`src/rtl/lcdw_pkg.sv`:
```
package lcdw_pkg;

    localparam int N_COM = 4;

    typedef enum logic [1:0] {
        LV_GND   = 2'd0,
        LV_LOMID = 2'd1,
        LV_HIMID = 2'd2,
        LV_FULL  = 2'd3
    } lvl_t;

    typedef enum logic [2:0] {
        ST_COM1 = 3'd0,
        ST_COM2 = 3'd1,
        ST_COM3 = 3'd2,
        ST_COM4 = 3'd3,
        ST_HALT = 3'd4
    } seq_st_t;

    // Apply frame polarity and bias folding to a positive-frame code.
    function automatic logic [1:0] shape_lvl(input logic [1:0] raw,
                                             input logic       neg,
                                             input logic       half);
        logic [1:0] v;
        v = neg ? ~raw : raw;
        if (half && (v == LV_LOMID || v == LV_HIMID))
            v = LV_LOMID;
        return v;
    endfunction

endpackage

```
`src/rtl/lcdw_seq.sv`:
```
module lcdw_seq #(
    parameter int FRAME_TICKS = 512
) (
    input  logic       clk,
    input  logic       rst_n,
    input  logic       tick,
    input  logic       pwr_save,
    output logic [1:0] phase,
    output logic       neg,
    output logic       halted
);
    import lcdw_pkg::*;

    localparam int PHASE_TICKS = FRAME_TICKS / N_COM;
    localparam int CW          = (PHASE_TICKS > 1) ? $clog2(PHASE_TICKS) : 1;

    seq_st_t       st, st_nx;
    logic [CW-1:0] cnt;
    logic          last;

    assign last = (cnt == CW'(PHASE_TICKS - 1));

    always_comb begin
        st_nx = st;
        unique case (st)
            ST_COM1: st_nx = pwr_save ? ST_HALT : ((tick && last) ? ST_COM2 : ST_COM1);
            ST_COM2: st_nx = pwr_save ? ST_HALT : ((tick && last) ? ST_COM3 : ST_COM2);
            ST_COM3: st_nx = pwr_save ? ST_HALT : ((tick && last) ? ST_COM4 : ST_COM3);
            ST_COM4: st_nx = pwr_save ? ST_HALT : ((tick && last) ? ST_COM1 : ST_COM4);
            ST_HALT: st_nx = pwr_save ? ST_HALT : ST_COM1;
            default: st_nx = ST_HALT;
        endcase
    end

    always_ff @(posedge clk or negedge rst_n) begin
        if (!rst_n) begin
            st  <= ST_COM1;
            cnt <= '0;
            neg <= 1'b0;
        end else begin
            st <= st_nx;
            if (pwr_save || st == ST_HALT) begin
                cnt <= '0;
                neg <= 1'b0;
            end else if (tick) begin
                cnt <= last ? '0 : cnt + 1'b1;
                if (last && st == ST_COM4)
                    neg <= ~neg;
            end
        end
    end

    always_comb begin
        halted = 1'b0;
        phase  = 2'd0;
        unique case (st)
            ST_COM1: phase = 2'd0;
            ST_COM2: phase = 2'd1;
            ST_COM3: phase = 2'd2;
            ST_COM4: phase = 2'd3;
            ST_HALT: halted = 1'b1;
            default: halted = 1'b1;
        endcase
    end


    phase_step_chk: assert property (@(posedge clk) disable iff (!rst_n)
        (st != ST_HALT && $past(st) != ST_HALT && st != $past(st)) |-> $past(tick));


    halt_entry_chk: assert property (@(posedge clk) disable iff (!rst_n)
        pwr_save |=> (st == ST_HALT && cnt == '0 && !neg));


    frame_flip_chk: assert property (@(posedge clk) disable iff (!rst_n)
        (st == ST_COM1 && $past(st) == ST_COM4) |-> (neg != $past(neg)));

endmodule

```
`src/rtl/lcdw_com_drv.sv`:
```
module lcdw_com_drv (
    input  logic       clk,
    input  logic       rst_n,
    input  logic [1:0] phase,
    input  logic       neg,
    input  logic       half,
    input  logic       force_off,
    output logic [7:0] com_lvl
);
    import lcdw_pkg::*;

    logic [N_COM-1:0] on_rail;

    for (genvar c = 0; c < N_COM; c++) begin : g_com
        logic [1:0] raw;
        assign raw = (phase == 2'(c)) ? LV_FULL : LV_LOMID;
        assign com_lvl[2*c +: 2] = force_off ? LV_GND : shape_lvl(raw, neg, half);
        assign on_rail[c] = (com_lvl[2*c +: 2] == LV_GND) || (com_lvl[2*c +: 2] == LV_FULL);
    end


    one_rail_com_chk: assert property (@(posedge clk) disable iff (!rst_n)
        !force_off |-> ($countones(on_rail) == 1));

endmodule

```
`src/rtl/lcdw_seg_drv.sv`:
```
module lcdw_seg_drv #(
    parameter int N_SEG = 22
) (
    input  logic               clk,
    input  logic               rst_n,
    input  logic [4*N_SEG-1:0] img,
    input  logic [1:0]         phase,
    input  logic               neg,
    input  logic               half,
    input  logic               blank,
    input  logic               force_off,
    output logic [2*N_SEG-1:0] seg_lvl
);
    import lcdw_pkg::*;

    logic [N_SEG-1:0] on_rail;

    for (genvar s = 0; s < N_SEG; s++) begin : g_seg
        logic [3:0] nib;
        logic       lit;
        logic [1:0] raw;
        assign nib = img[4*s +: 4];
        assign lit = nib[phase] && !blank;
        assign raw = lit ? LV_GND : LV_HIMID;
        assign seg_lvl[2*s +: 2] = force_off ? LV_GND : shape_lvl(raw, neg, half);
        assign on_rail[s] = (seg_lvl[2*s +: 2] == LV_GND) || (seg_lvl[2*s +: 2] == LV_FULL);
    end


    blank_mid_chk: assert property (@(posedge clk) disable iff (!rst_n)
        (blank && !force_off) |-> (on_rail == '0));

endmodule

```
`src/rtl/lcdw_top.sv`:
```
module lcdw_top #(
    parameter int N_SEG       = 22,
    parameter int FRAME_TICKS = 512
) (
    input  logic               clk,
    input  logic               rst_n,
    input  logic               tick,
    input  logic [4*N_SEG-1:0] disp_img,
    input  logic               bias_half,
    input  logic               seg_blank,
    input  logic               pwr_save,
    input  logic               inhibit_n,
    output logic [7:0]         com_lvl,
    output logic [2*N_SEG-1:0] seg_lvl
);
    import lcdw_pkg::*;

    logic [1:0] phase;
    logic       neg;
    logic       halted;
    logic       force_off;

    assign force_off = !inhibit_n || pwr_save || halted;

    lcdw_seq #(.FRAME_TICKS(FRAME_TICKS)) u_seq (
        .clk      (clk),
        .rst_n    (rst_n),
        .tick     (tick),
        .pwr_save (pwr_save),
        .phase    (phase),
        .neg      (neg),
        .halted   (halted)
    );

    lcdw_com_drv u_com (
        .clk       (clk),
        .rst_n     (rst_n),
        .phase     (phase),
        .neg       (neg),
        .half      (bias_half),
        .force_off (force_off),
        .com_lvl   (com_lvl)
    );

    lcdw_seg_drv #(.N_SEG(N_SEG)) u_seg (
        .clk       (clk),
        .rst_n     (rst_n),
        .img       (disp_img),
        .phase     (phase),
        .neg       (neg),
        .half      (bias_half),
        .blank     (seg_blank),
        .force_off (force_off),
        .seg_lvl   (seg_lvl)
    );

    logic [N_COM+N_SEG-1:0] is_hi_mid;
    for (genvar i = 0; i < N_COM; i++) begin : g_hc
        assign is_hi_mid[i] = (com_lvl[2*i +: 2] == LV_HIMID);
    end
    for (genvar i = 0; i < N_SEG; i++) begin : g_hs
        assign is_hi_mid[N_COM+i] = (seg_lvl[2*i +: 2] == LV_HIMID);
    end


    inhibit_zero_chk: assert property (@(posedge clk) disable iff (!rst_n)
        !inhibit_n |-> (com_lvl == '0 && seg_lvl == '0));


    save_zero_chk: assert property (@(posedge clk) disable iff (!rst_n)
        pwr_save |-> (com_lvl == '0 && seg_lvl == '0));


    half_fold_chk: assert property (@(posedge clk) disable iff (!rst_n)
        bias_half |-> (is_hi_mid == '0));

endmodule

```
`config.mk`:
```
export PLATFORM = sky130hd
export DESIGN_NAME = lcdw_top
export DESIGN_NICKNAME = d
export VERILOG_FILES = /design/src/rtl/lcdw_pkg.sv /design/src/rtl/lcdw_seq.sv /design/src/rtl/lcdw_com_drv.sv /design/src/rtl/lcdw_seg_drv.sv /design/src/rtl/lcdw_top.sv
export SDC_FILE = /design/constraint.sdc
export NUM_CORES = 1
export LEC_CHECK = 0
export ABC_AREA = 1
export ABC_CLOCK_PERIOD_IN_PS = 1800
export BUFFER_PORTS_ARGS = -buffer_cell sky130_fd_sc_hd__buf_4
export CORE_UTILIZATION = 25
export DETAILED_ROUTE_END_ITERATION = 7
export GPL_ROUTABILITY_DRIVEN = 0
export PLACE_DENSITY = 0.61
export SLEW_MARGIN = 20
export SYNTH_ARGS = -nofsm -noshare
export SYNTH_HDL_FRONTEND = slang
export SYNTH_SLANG_ARGS = --single-unit
```
`constraint.sdc`:
```
create_clock -name clk -period 1.8 [get_ports clk]
set_input_delay 0.27 -clock clk [delete_from_list [all_inputs] [get_ports clk]]
set_output_delay 0.27 -clock clk [all_outputs]
set_load 0.01 [all_outputs]
```
==> Word level (Yosys, flattened, before mapping) <==
Cells that the tools add are included.
{ "word_totals": {"reg_bits": 11, "input_bits": 95, "wordCells": 345} }
{ "classes": {"n_addsub": 1, "order_cmp": 1, "eq_ne": 60, "n_mux": 166, "bitwise": 27, "n_reduce_logical": 87} }
{ "op_table": {"columns": ["operator", "count"], "rows": [
  ["2-to-1 mux 2 bit", 106],
  ["== test 2 bit (second input constant)", 28],
  ["== test 2 x 1 -> 1 bit (second input constant)", 27],
  ["NOT 2 bit", 26],
  ["logical AND 1 bit", 50],
  ["binary-select mux 1 bit (select 2 bit)", 22],
  ["logical OR 1 bit", 29],
  ["2-to-1 mux 1 bit", 28],
  ["2-to-1 mux 7 bit", 3],
  ["2-to-1 mux 3 bit", 5],
  ["case mux 3 bit (5 select lines)", 1],
  ["adder 7 x 1 -> 7 bit (second input constant)", 1],
  ["== test 7 bit (second input constant)", 1],
  ["== test 3 x 2 -> 1 bit (second input constant)", 2],
  ["case mux 2 bit (3 select lines)", 1],
  ["nonzero test 2 bit", 2],
  ["OR reduction 4 bit", 1],
  ["== test 3 x 1 -> 1 bit (second input constant)", 1],
  ["== test 3 bit (second input constant)", 1],
  ["zero test 3 bit", 1],
  ["< comparator 2 x 3 -> 1 bit (second input constant)", 1],
  ["zero test 1 bit", 2],
  ["zero test 2 bit", 1],
  ["AND reduction 2 bit", 1],
  ["NOT 1 bit", 1]
]} }

==> Longest topological paths before layout <==
Gate-level depths: netlist of the first run.
{ "depth": {"depth_word": 13, "ltp_mapped": 11} }

==> Cells and area by module <==
A second synthesis of the first run with hierarchy kept.
{ "hier_totals": {"hier_cells": 587, "hier_area_um2": 2727.6} }
{ "modules_own_cells": {"columns": ["module", "instances", "cells_per_inst", "area_each_um2", "seq_area_each_um2"], "rows": [
  ["lcdw_seg_drv", 1, 452, 1869.3, 0.0],
  ["lcdw_seq", 1, 94, 676.9, 275.3],
  ["lcdw_com_drv", 1, 38, 168.9, 0.0],
  ["lcdw_top", 1, 3, 12.5, 0.0]
]} }

==> Worst setup path before layout of the first run <==
OpenSTA, ideal clock, no wires.
{ "synth_timing": {"kind": "reg2out", "startpoint": "reg u_seq.st[2]", "endpoint": "out seg_lvl[11]", "arrival_time_ps": 1368, "setup_slack_ps": 162, "stages_incl_launch_ff": 11, "path_buffers": 1, "path_cell_list": "dfrtp_1 > inv_2 > nand2_2 > inv_2 > buf_2 > nand2_1 > nand2_1 > nand2_1 > nand2_1 > nand2_1 > nor2_1"} }
{ "synth_via": {"elab_chain_cells": 13, "word_cells_on_any_way": 20} }
{ "synth_lines": {"columns": ["element", "line", "rtl"], "rows": [
  ["start, declared", "lcdw_seq.sv:17", "seq_st_t st, st_nx;"],
  ["start signal, assigned", "lcdw_seq.sv:41", "st <= st_nx;"],
  ["== test 3 x 2 -> 1 bit or == test 3 x 1 -> 1 bit (tied branches)", "lcdw_seq.sv:56", "unique case (st)"],
  ["case mux 2 bit (3 select lines)", "lcdw_seq.sv:56", null],
  ["binary-select mux 1 bit (select 2 bit)", "lcdw_seg_drv.sv:23", "assign lit = nib[phase] && !blank;"],
  ["2-to-1 mux 1 bit (not written as such)", "lcdw_seg_drv.sv:23", null],
  ["logical AND 1 bit", "lcdw_seg_drv.sv:23", null],
  ["2-to-1 mux 2 bit", "lcdw_seg_drv.sv:24", "assign raw = lit ? LV_GND : LV_HIMID;"],
  ["NOT 2 bit", "lcdw_pkg.sv:25", "v = neg ? ~raw : raw;"],
  ["2-to-1 mux 2 bit", "lcdw_pkg.sv:25", null],
  ["== test 2 x 1 -> 1 bit or == test 2 bit (tied branches)", "lcdw_pkg.sv:26", "if (half && (v == LV_LOMID || v == LV_HIMID))"],
  ["logical OR 1 bit", "lcdw_pkg.sv:26", null],
  ["logical AND 1 bit", "lcdw_pkg.sv:26", null],
  ["2-to-1 mux 2 bit", "lcdw_pkg.sv:26", null],
  ["2-to-1 mux 2 bit (*)", "lcdw_seg_drv.sv:25", "assign seg_lvl[2*s +: 2] = force_off ? LV_GND : shape_lvl(raw, neg, half);"],
  ["end, declared", "lcdw_top.sv:14", "output logic [2*N_SEG-1:0] seg_lvl"]
]} }
Mark *: on every way between the ends. The rest lies on a longest branch, timed or not. The select of a mux whose other input is x is not followed.

==> Worst setup path after layout of the first run <==
{ "layout_timing": {"startpoint": "reg u_seq.st[0]", "endpoint": "out seg_lvl[11]"} }
Same word-level chain as after synthesis.

==> flow_summary.toml, run 1 <==
[run_status]
status = "finished, violations left"
violations = "setup timing"

[floorplanning]
core-area_um2 = 9196
fp-row-count = 35
dieWidth_um = 99.41
die_h_um = 99.41
dieArea_um2 = 9882
start_util = 0.2580
pin_count = 147

[timing]
setup_viol = 52
clock_skew_ns = 0.001515
slew_violations = 0
worst_pin_slew_ns = 0.4049
fin_ws_ns = -0.2301
relSlewSlack = 0.7301
holdWs_ns = 0.3356
setup_tns_ns = -8.219
rsz0062_at_grt = "true"
timing.final.crit_period_ns = 2.030
clock.fmax_mhz = 492.6
min_period_over_period = 1.128
finalHoldViolCount = 0

[synthesis]
synth_area_leaders = "nand2_1, nand3_1, dfrtp_1"
syn_avg_cell_area_um2 = 4.726
yosysTopAreaCellShare = 0.3972
netlist-cell-type-count = 25
yosys.cell_count.top_type = "nand2_1"
ys_warn_count = 0
ys_seq_elements = 11
synth_area_um2 = 2372
synth_cells = 502
seq_area_frac_synth = 0.1160
synth_top_cell_by_area = "nand2_1"
synthTopCellsByCount = "nand2_1, nand3_1, nor2_1"
postSynth.topFlopCell = "dfrtp_1"
async_reset_ff_frac = 1.000
syn_nets = 598
synth-edff-count = 0

[critical_path]
required_ns = 1.53
rrSetupSlack_ns = 0.24
crit_chain = "nand2_4 > buf_12 > nand2_1 > nand2_1 > nand2_1 > nand2_2 > nand2_1 > nand2_1 > nand2_1 > nor2_1 > buf_4"
cp_data_arrival_time_ns = 1.76
rr_endpoint = "u_seq.st[1]"
worst-path-max-fanout = 14
worstSetupEndpointType = "output port"
critical_path_class = "reg2out"
cpMostUsedCell = "nand2_1"
rr_worst_depth = 7
r2r-start = "u_seq.cnt[0]"
cp_slowest_cell = "dfrtp_2"
start_kind = "flip-flop"
max_stage_delay_ns = 0.45

[drt]
met3_length_um = 714
via_per_inst = 4.980
wl_met1_um = 4304
route.met2.wl_um = 5194
wl_um = 10600
wl_per_cell_um = 13.97
via_count = 3780
drtIter0Drc = 141
highest_layer = "met4"
dr.pass1.iters = 4
drc_errors = 0
ant_nets = 0

[placement]
placed_area_um2 = 3697
port_buffers = 146
hpwl_um = 8107
dp_slack_ns = -0.02870

[final_layout]
fillCellCount = 996
regArea_um2 = 276.5
multi_input_area_um2 = 2062
area_growth_pct = 73.58
nets = 745
diodes = 0
layout-drive-gt1-share = 0.4028
finish.instance_area_um2 = 4118

[clock_network]
h-tree-depth = 1
cts_tree = "yes"
clockRootBuffer = "clkbuf_8"
clock_latency_ns = 0.24
clkTransAtPathRegs_ns = 0.05
cts.path.max_buffers = 2
cts_sinks = 11
cts_buffers = 3

[global_routing]
grt-ovfl-total = 0
grt_pass1_vias = 3561
antenna_found_initial = 0
grt_pass1_wl_um = 16780
grt_max_degree = 46
grtUsageTotal = 0.2072

[worst_hold_path]
hold_end = "u_seq.st[0]"
hold_path_depth = 4
min-delay-path-class = "in2reg"
min_from = "pwr_save"

[power_and_ir_drop]
power.leakage_nw = 2.250
ir_drop_mv = 0.2614
power_density_nw_per_um2 = 265.6
power_mw = 1.094

[flow_run]
max-cap-violations = 0
## report_power, final
part           internal (mW)  total, mW  switching (mW)
logic                  0.285      0.566           0.281
clock network          0.156      0.253          0.0972
registers              0.261      0.274          0.0135
## layer usage
layer,track usage,up-vias
met5,0,-
met4,0.08597,0
met3,0.03092,27
met2,0.3734,164
met1,0.2445,1713
li1,-,1876
## flip-flops by register name (all words and copies together) (netlist names)
signal,count
u_seq.st,3
u_seq.neg,1
u_seq.cnt,7
## cells by family after synthesis
family / Yosys count / synth area share
and+or+nand+nor: 377 / 0.6429
buffers and inverters: 63 / 0.1224
AOI/OAI and AO/OA: 50 / 0.1134
adders and majority gates: 1 / 0.005273
DFF: 11 / 0.1160
## what timing repair did
action,in CTS,in global routing
gates cloned,0,1
setup endpoints to repair,52,52
hold buffers,1,0
setup buffers,1,3
resized for setup,46,53
hold endpoints to repair,11,0
pin swaps,3,11
## layout by cell type (no fill, tap or decap), drive strengths merged
cell	Yosys	layout
clkinv	1	1
nand2	254	254
buf	22	175
o21ai	11	11
dlygate4sd3	0	1
clkbuf	13	5
o21a	1	1
inv	27	27
nor3	5	5
ha	1	1
o311ai	1	1
nor2	47	47
nand3	71	71
a211oi	3	3
dfrtp	11	11
a21oi	33	33
a31oi	1	1
## metrics by stage
step | cells | utilization
detailed placement | 749 | 0.4020
global placement | 749 | 0.4020
finish | 759 | 0.4478
floorplan | 502 | -
global route | 759 | 0.4478
CTS | 755 | 0.4249
## worst max-delay path by stage
stage                             end         from
after floorplan           seg_lvl[11]  u_seq.st[2]
after global routing      seg_lvl[41]  u_seq.st[2]
after detailed placement  seg_lvl[31]  u_seq.st[2]
after CTS                 seg_lvl[23]  u_seq.st[2]
final                     seg_lvl[11]  u_seq.st[0]
after global placement    seg_lvl[41]  u_seq.st[0]
## critical path, delay by kind of cell (launching register included)
kind / cells / cell delay, ns
flops: 1 / 0.45
buf+inv: 2 / 0.27
simple gates: 9 / 0.79
## area by class of cell
class	count	share of cell area
Multi-Input combinational cell	428	0.5008
Tap cell	111	0.03373
Inverter	28	0.02856
Timing Repair Buffer	177	0.3589
Sequential cell	11	0.06715
Clock buffer	4	0.01094
No activity file was read; power rests on OpenSTA's default activity.
==> inputs of run 2 (changes only) <==
- ABC_CLOCK_PERIOD_IN_PS: 1800 -> 2300
- SKIP_CTS_REPAIR_TIMING: unset -> 1
- clock period: 1.8 -> 2.3 ns (I/O delays scaled with it)
==> run 2 against run 1 <==
Compared with the run above:
- the flow now finishes without violations
- final area is 9.2% lower
- largest power group unchanged
- setup slack better by 0.35 ns
- worst hold slack better by 0.077 ns
- total power is 25% lower
- sequential power is 22% lower
- critical path type unchanged
==> flow_summary.toml, run 2 (synthesized netlist as in run 1, its figures left out) <==
[final_layout]
regMostFlops = "u_seq.cnt"
reg_top3 = "u_seq.cnt (7), u_seq.st (3), u_seq.neg (1)"
finish.instance_area_um2 = 3739
final_cell_count_no_fill = 745
diodes = 0
area_growth_pct = 57.60
largest_reg_flops = 7
final_cell_mix = "nand2_1, buf_4, nand3_1"
layout-drive-gt1-share = 0.2886
mostFrequentLayoutCell = "nand2_1"
fillCellCount = 1009
nets = 731

[timing]
holdWs_ns = 0.4128
fin_ws_ns = 0.1154
clock_skew_ns = 0.006007
relSlewSlack = 0.7274
finalHoldViolCount = 0
min_period_over_period = 0.9498
worst_pin_slew_ns = 0.4089
setup_viol = 0
timing.final.crit_period_ns = 2.185
clock.fmax_mhz = 457.7
slew_violations = 0

[global_routing]
use_met3 = 0.02952
met2_usage = 0.3622
grt_pass1_wl_um = 15950
use_met1 = 0.2475
grtUsageTotal = 0.1998
antenna_found_initial = 0
grt_pass1_vias = 3353
busiest_layer = "met2"
grt-ovfl-total = 0
grt_max_degree = 49

[critical_path]
cp_data_arrival_time_ns = 1.84
start_kind = "flip-flop"
worstSetupEndpoint = "seg_lvl[3]"
critical_path_class = "reg2out"
required_ns = 1.96
rr_worst_depth = 7
worst-path-max-fanout = 24
crit_start = "u_seq.st[2]"
rr_endpoint = "u_seq.cnt[2]"
rrSetupSlack_ns = 0.69
r2r-start = "u_seq.st[0]"
worstSetupEndpointType = "output port"

[clock_network]
cts_buffers = 3
cts.path.max_buffers = 2
cts_sinks = 11
clkTransAtPathRegs_ns = 0.05
clock_latency_ns = 0.24
cts_tree = "yes"
clockRootBuffer = "clkbuf_8"
h-tree-depth = 1

[floorplanning]
dieWidth_um = 99.41
start_util = 0.2580
fp-row-count = 35
die_h_um = 99.41
core-area_um2 = 9196
pin_count = 147
dieArea_um2 = 9882

[flow_run]
max-cap-violations = 0

[placement]
port_buffers = 146
placed_area_um2 = 3530
hpwl_um = 7820
dp_slack_ns = 0.2089
dp.cells = 735

[drt]
wl_um = 10290
drtIter0Drc = 114
via_per_inst = 4.872
dr.pass1.iters = 4
via_count = 3630
ant_nets = 0
wl_per_cell_um = 13.82
drc_errors = 0

[power_and_ir_drop]
ir_drop_mv = 0.3857
power_mw = 0.8159
power_density_nw_per_um2 = 218.2
power.leakage_nw = 2.147

[run_status]
status = "complete, no violations"

[worst_hold_path]
min-delay-path-class = "in2reg"
run 2: cell count changes in the layout (fill, tap and decap cells not counted), sizes merged:
cell	previous run	this run
buf	175	161
run 2: worst max-delay path, stage by stage, from the launching register on:
cell	delay (ns)
dfrtp_2	0.45
inv_6	0.12
buf_12	0.17
nand3_1	0.08
nand2_1	0.12
nand2_1	0.06
nand2_1	0.09
nand2_1	0.07
nand2_1	0.10
nand2_1	0.05
nor2_1	0.13
buf_4	0.14
run 2: layout make-up:
class                      count  area (µm²)  share of cell area
clock buffer                   4       45.04             0.01205
inverter                      28       117.6             0.03146
multi-input combinational    428        1847              0.4940
sequential                    11       277.8             0.07430
tap                          111       138.9             0.03715
timing repair buffer         163        1313              0.3511
run 2: per-stage QoR:
step	util	setup TNS, ns
final	0.4065	0
after global routing	0.4065	-0.00005285
after CTS	0.3887	-0.3329
after detailed placement	0.3838	0
after global placement	0.3838	0
after floorplan	-	0
run 2: layer usage:
metal / wire length [µm] / share of wire / up-vias
li1: - / - / 1851
met1: 4396 / 0.43 / 1625
met2: 5044 / 0.49 / 140
met3: 645 / 0.063 / 14
met4: 207 / 0.020 / 0
met5: 0 / 0 / -
run 2: power by group:
| part | internal, mW | total [mW] | switching, mW |
|---|---|---|---|
| logic | 0.203 | 0.400 | 0.197 |
| registers | 0.204 | 0.215 | 0.0110 |
| clock network | 0.122 | 0.201 | 0.0785 |
| total | 0.529 | 0.816 | 0.287 |
run 2: worst min path at each step:
stage | startpoint | endpoint | slack, ns | depth (start not counted)
6_report | pwr_save | u_seq.st[2] | 0.41 | 3
5_1_grt | pwr_save | u_seq.st[2] | 0.44 | 3
4_1_cts | rst_n | u_seq.cnt[4] | -0.07 | 1
3_5_place_dp | rst_n | u_seq.cnt[1] | 0.19 | 1
3_3_place_gp | rst_n | u_seq.cnt[4] | 0.19 | 1
2_1_floorplan | rst_n | u_seq.cnt[0] | 0.05 | 0
==> inputs of run 3 (changes only) <==
- PLACE_DENSITY: 0.61 -> 0.54
==> run 3 against run 2 <==
Compared with the run above:
- sequential power about the same
- clock power about the same
- clock skew increased by 0.0019 ns
- total power increased by 0.87%
- critical endpoint is now seg_lvl[10]
- clock-buffer cell count decreased by 1
- setup slack got worse by 0.031 ns
- final cell count increased by 0.40%
- combinational power increased by 2%
- register-to-register slack improved by 0.03 ns
- critical path depth unchanged
==> flow_summary.toml, run 3 (synthesized netlist as in run 1, its figures left out) <==
[placement]
port_buffers = 146
hpwl_um = 8037

[floorplanning]
core-area_um2 = 9196
dieArea_um2 = 9882
start_util = 0.2580
die_h_um = 99.41
dieWidth_um = 99.41
pin_count = 147
fp-row-count = 35

[final_layout]
layout-drive-gt1-share = 0.2841
reg_top3 = "u_seq.cnt (7), u_seq.st (3), u_seq.neg (1)"
diodes = 0
final_util = 0.4056
area_growth_pct = 57.23
nets = 734
regMostFlops = "u_seq.cnt"
mostFrequentLayoutCell = "nand2_1"
largest_reg_flops = 7
final_cell_mix = "nand2_1, buf_4, nand3_1"

[global_routing]
grt_pass1_wl_um = 16080
antenna_found_initial = 0
grtUsageTotal = 0.2026
busiest_layer = "met2"
grt_max_degree = 49
met2_usage = 0.3857
grt-ovfl-total = 0
grt_pass1_vias = 3391
use_met3 = 0.01827
use_met1 = 0.2369

[power_and_ir_drop]
power.leakage_nw = 2.158
ir_drop_mv = 0.1878
power_density_nw_per_um2 = 220.7

[worst_hold_path]
hold_end = "u_seq.st[0]"
min_from = "pwr_save"
hold_path_depth = 4
min-delay-path-class = "in2reg"

[clock_network]
clkTransAtPathRegs_ns = 0.05
cts_tree = "yes"
cts_buffers = 3
cts_sinks = 11
clockRootBuffer = "clkbuf_8"
clock_latency_ns = 0.24
h-tree-depth = 1
cts.path.max_buffers = 2

[drt]
ant_nets = 0
via_per_inst = 4.961
wl_per_cell_um = 14.45
via_count = 3711
drtIter0Drc = 198
dr.pass1.iters = 4
drc_errors = 0
wl_um = 10810

[critical_path]
rrSetupSlack_ns = 0.72
cpMostUsedCell = "nand2_1"
crit_chain = "inv_8 > buf_4 > nand2_8 > nand2_1 > nand2_1 > nand2_1 > nand2_1 > nand2_1 > nand2_1 > a21oi_1 > buf_4"
required_ns = 1.96
rr_endpoint = "u_seq.st[1]"
rr_worst_depth = 7
r2r-start = "u_seq.cnt[0]"
max_stage_delay_ns = 0.46
critical_path_class = "reg2out"
worstSetupEndpointType = "output port"
worst-path-max-fanout = 22
start_kind = "flip-flop"
cp_slowest_cell = "dfrtp_2"
cp_data_arrival_time_ns = 1.87

[timing]
clock_skew_ns = 0.007915
clock.fmax_mhz = 451.4
timing.final.crit_period_ns = 2.216
min_period_over_period = 0.9633
relSlewSlack = 0.7333
slew_violations = 0
finalHoldViolCount = 0
setup_tns_ns = 0
setup_viol = 0
worst_pin_slew_ns = 0.4000

[run_status]
status = "complete, no violations"

[flow_run]
max-cap-violations = 0
-- run 3: how the worst max path moves through the flow --
stage                startpoint     endpoint  slack (ns)  depth (start not counted)
floorplan           u_seq.st[2]  seg_lvl[11]        0.59                         10
CTS                 u_seq.st[2]   seg_lvl[3]       -0.13                         11
detailed placement  u_seq.st[2]  seg_lvl[43]        0.13                         11
global route        u_seq.st[2]   seg_lvl[9]      -0.007                         11
finish              u_seq.st[2]  seg_lvl[10]        0.08                         11
global placement    u_seq.st[2]   seg_lvl[5]        0.17                         11
-- run 3: cell type report --
cell class,count,area [µm²]
repair buffers,164,1292
clock buffers,3,41.29
fillers,1029,5466
well taps,111,138.9
flip-flops and latches,11,277.8
repair inverters,1,6.256
inverters,28,120.1
multi-input cells,429,1848
clock inverters,1,5.005
-- run 3: critical path: cells and delay by family, from the launching register on --
kind / cells / cell delay (ns)
and+or+nand+nor: 7 / 0.61
DFF: 1 / 0.46
buffers and inverters: 3 / 0.42
AOI/OAI and AO/OA: 1 / 0.15
-- run 3: power breakdown --
group / total, mW / switching, mW / internal [mW]
Sequential: 0.215 / 0.0112 / 0.204
Clock: 0.200 / 0.0807 / 0.119
Combinational: 0.408 / 0.202 / 0.206
-- run 3: through the flow --
step / cell area (µm²) / total power [mW] / hold WS [ns] / std cells / worst slack [ns]
2_1_floorplan: 2372 / 0.3974 / 0.04941 / 502 / 0.5875
3_3_place_gp: 3517 / 0.6058 / 0.1901 / 735 / 0.1692
3_5_place_dp: 3517 / 0.6082 / 0.1908 / 735 / 0.1275
4_1_cts: 3563 / 0.8059 / -0.06815 / 739 / -0.1265
5_1_grt: 3730 / 0.8839 / 0.4185 / 748 / -0.007234
6_report: 3730 / 0.8230 / 0.4255 / 748 / 0.08449
-- run 3: routing by layer --
| layer | vias up | share of wire |
|---|---|---|
| met3 | 22 | 0.071 |
| met4 | 0 | 0.032 |
| met5 | - | 0 |
| met2 | 165 | 0.50 |
| met1 | 1665 | 0.40 |
| li1 | 1859 | - |
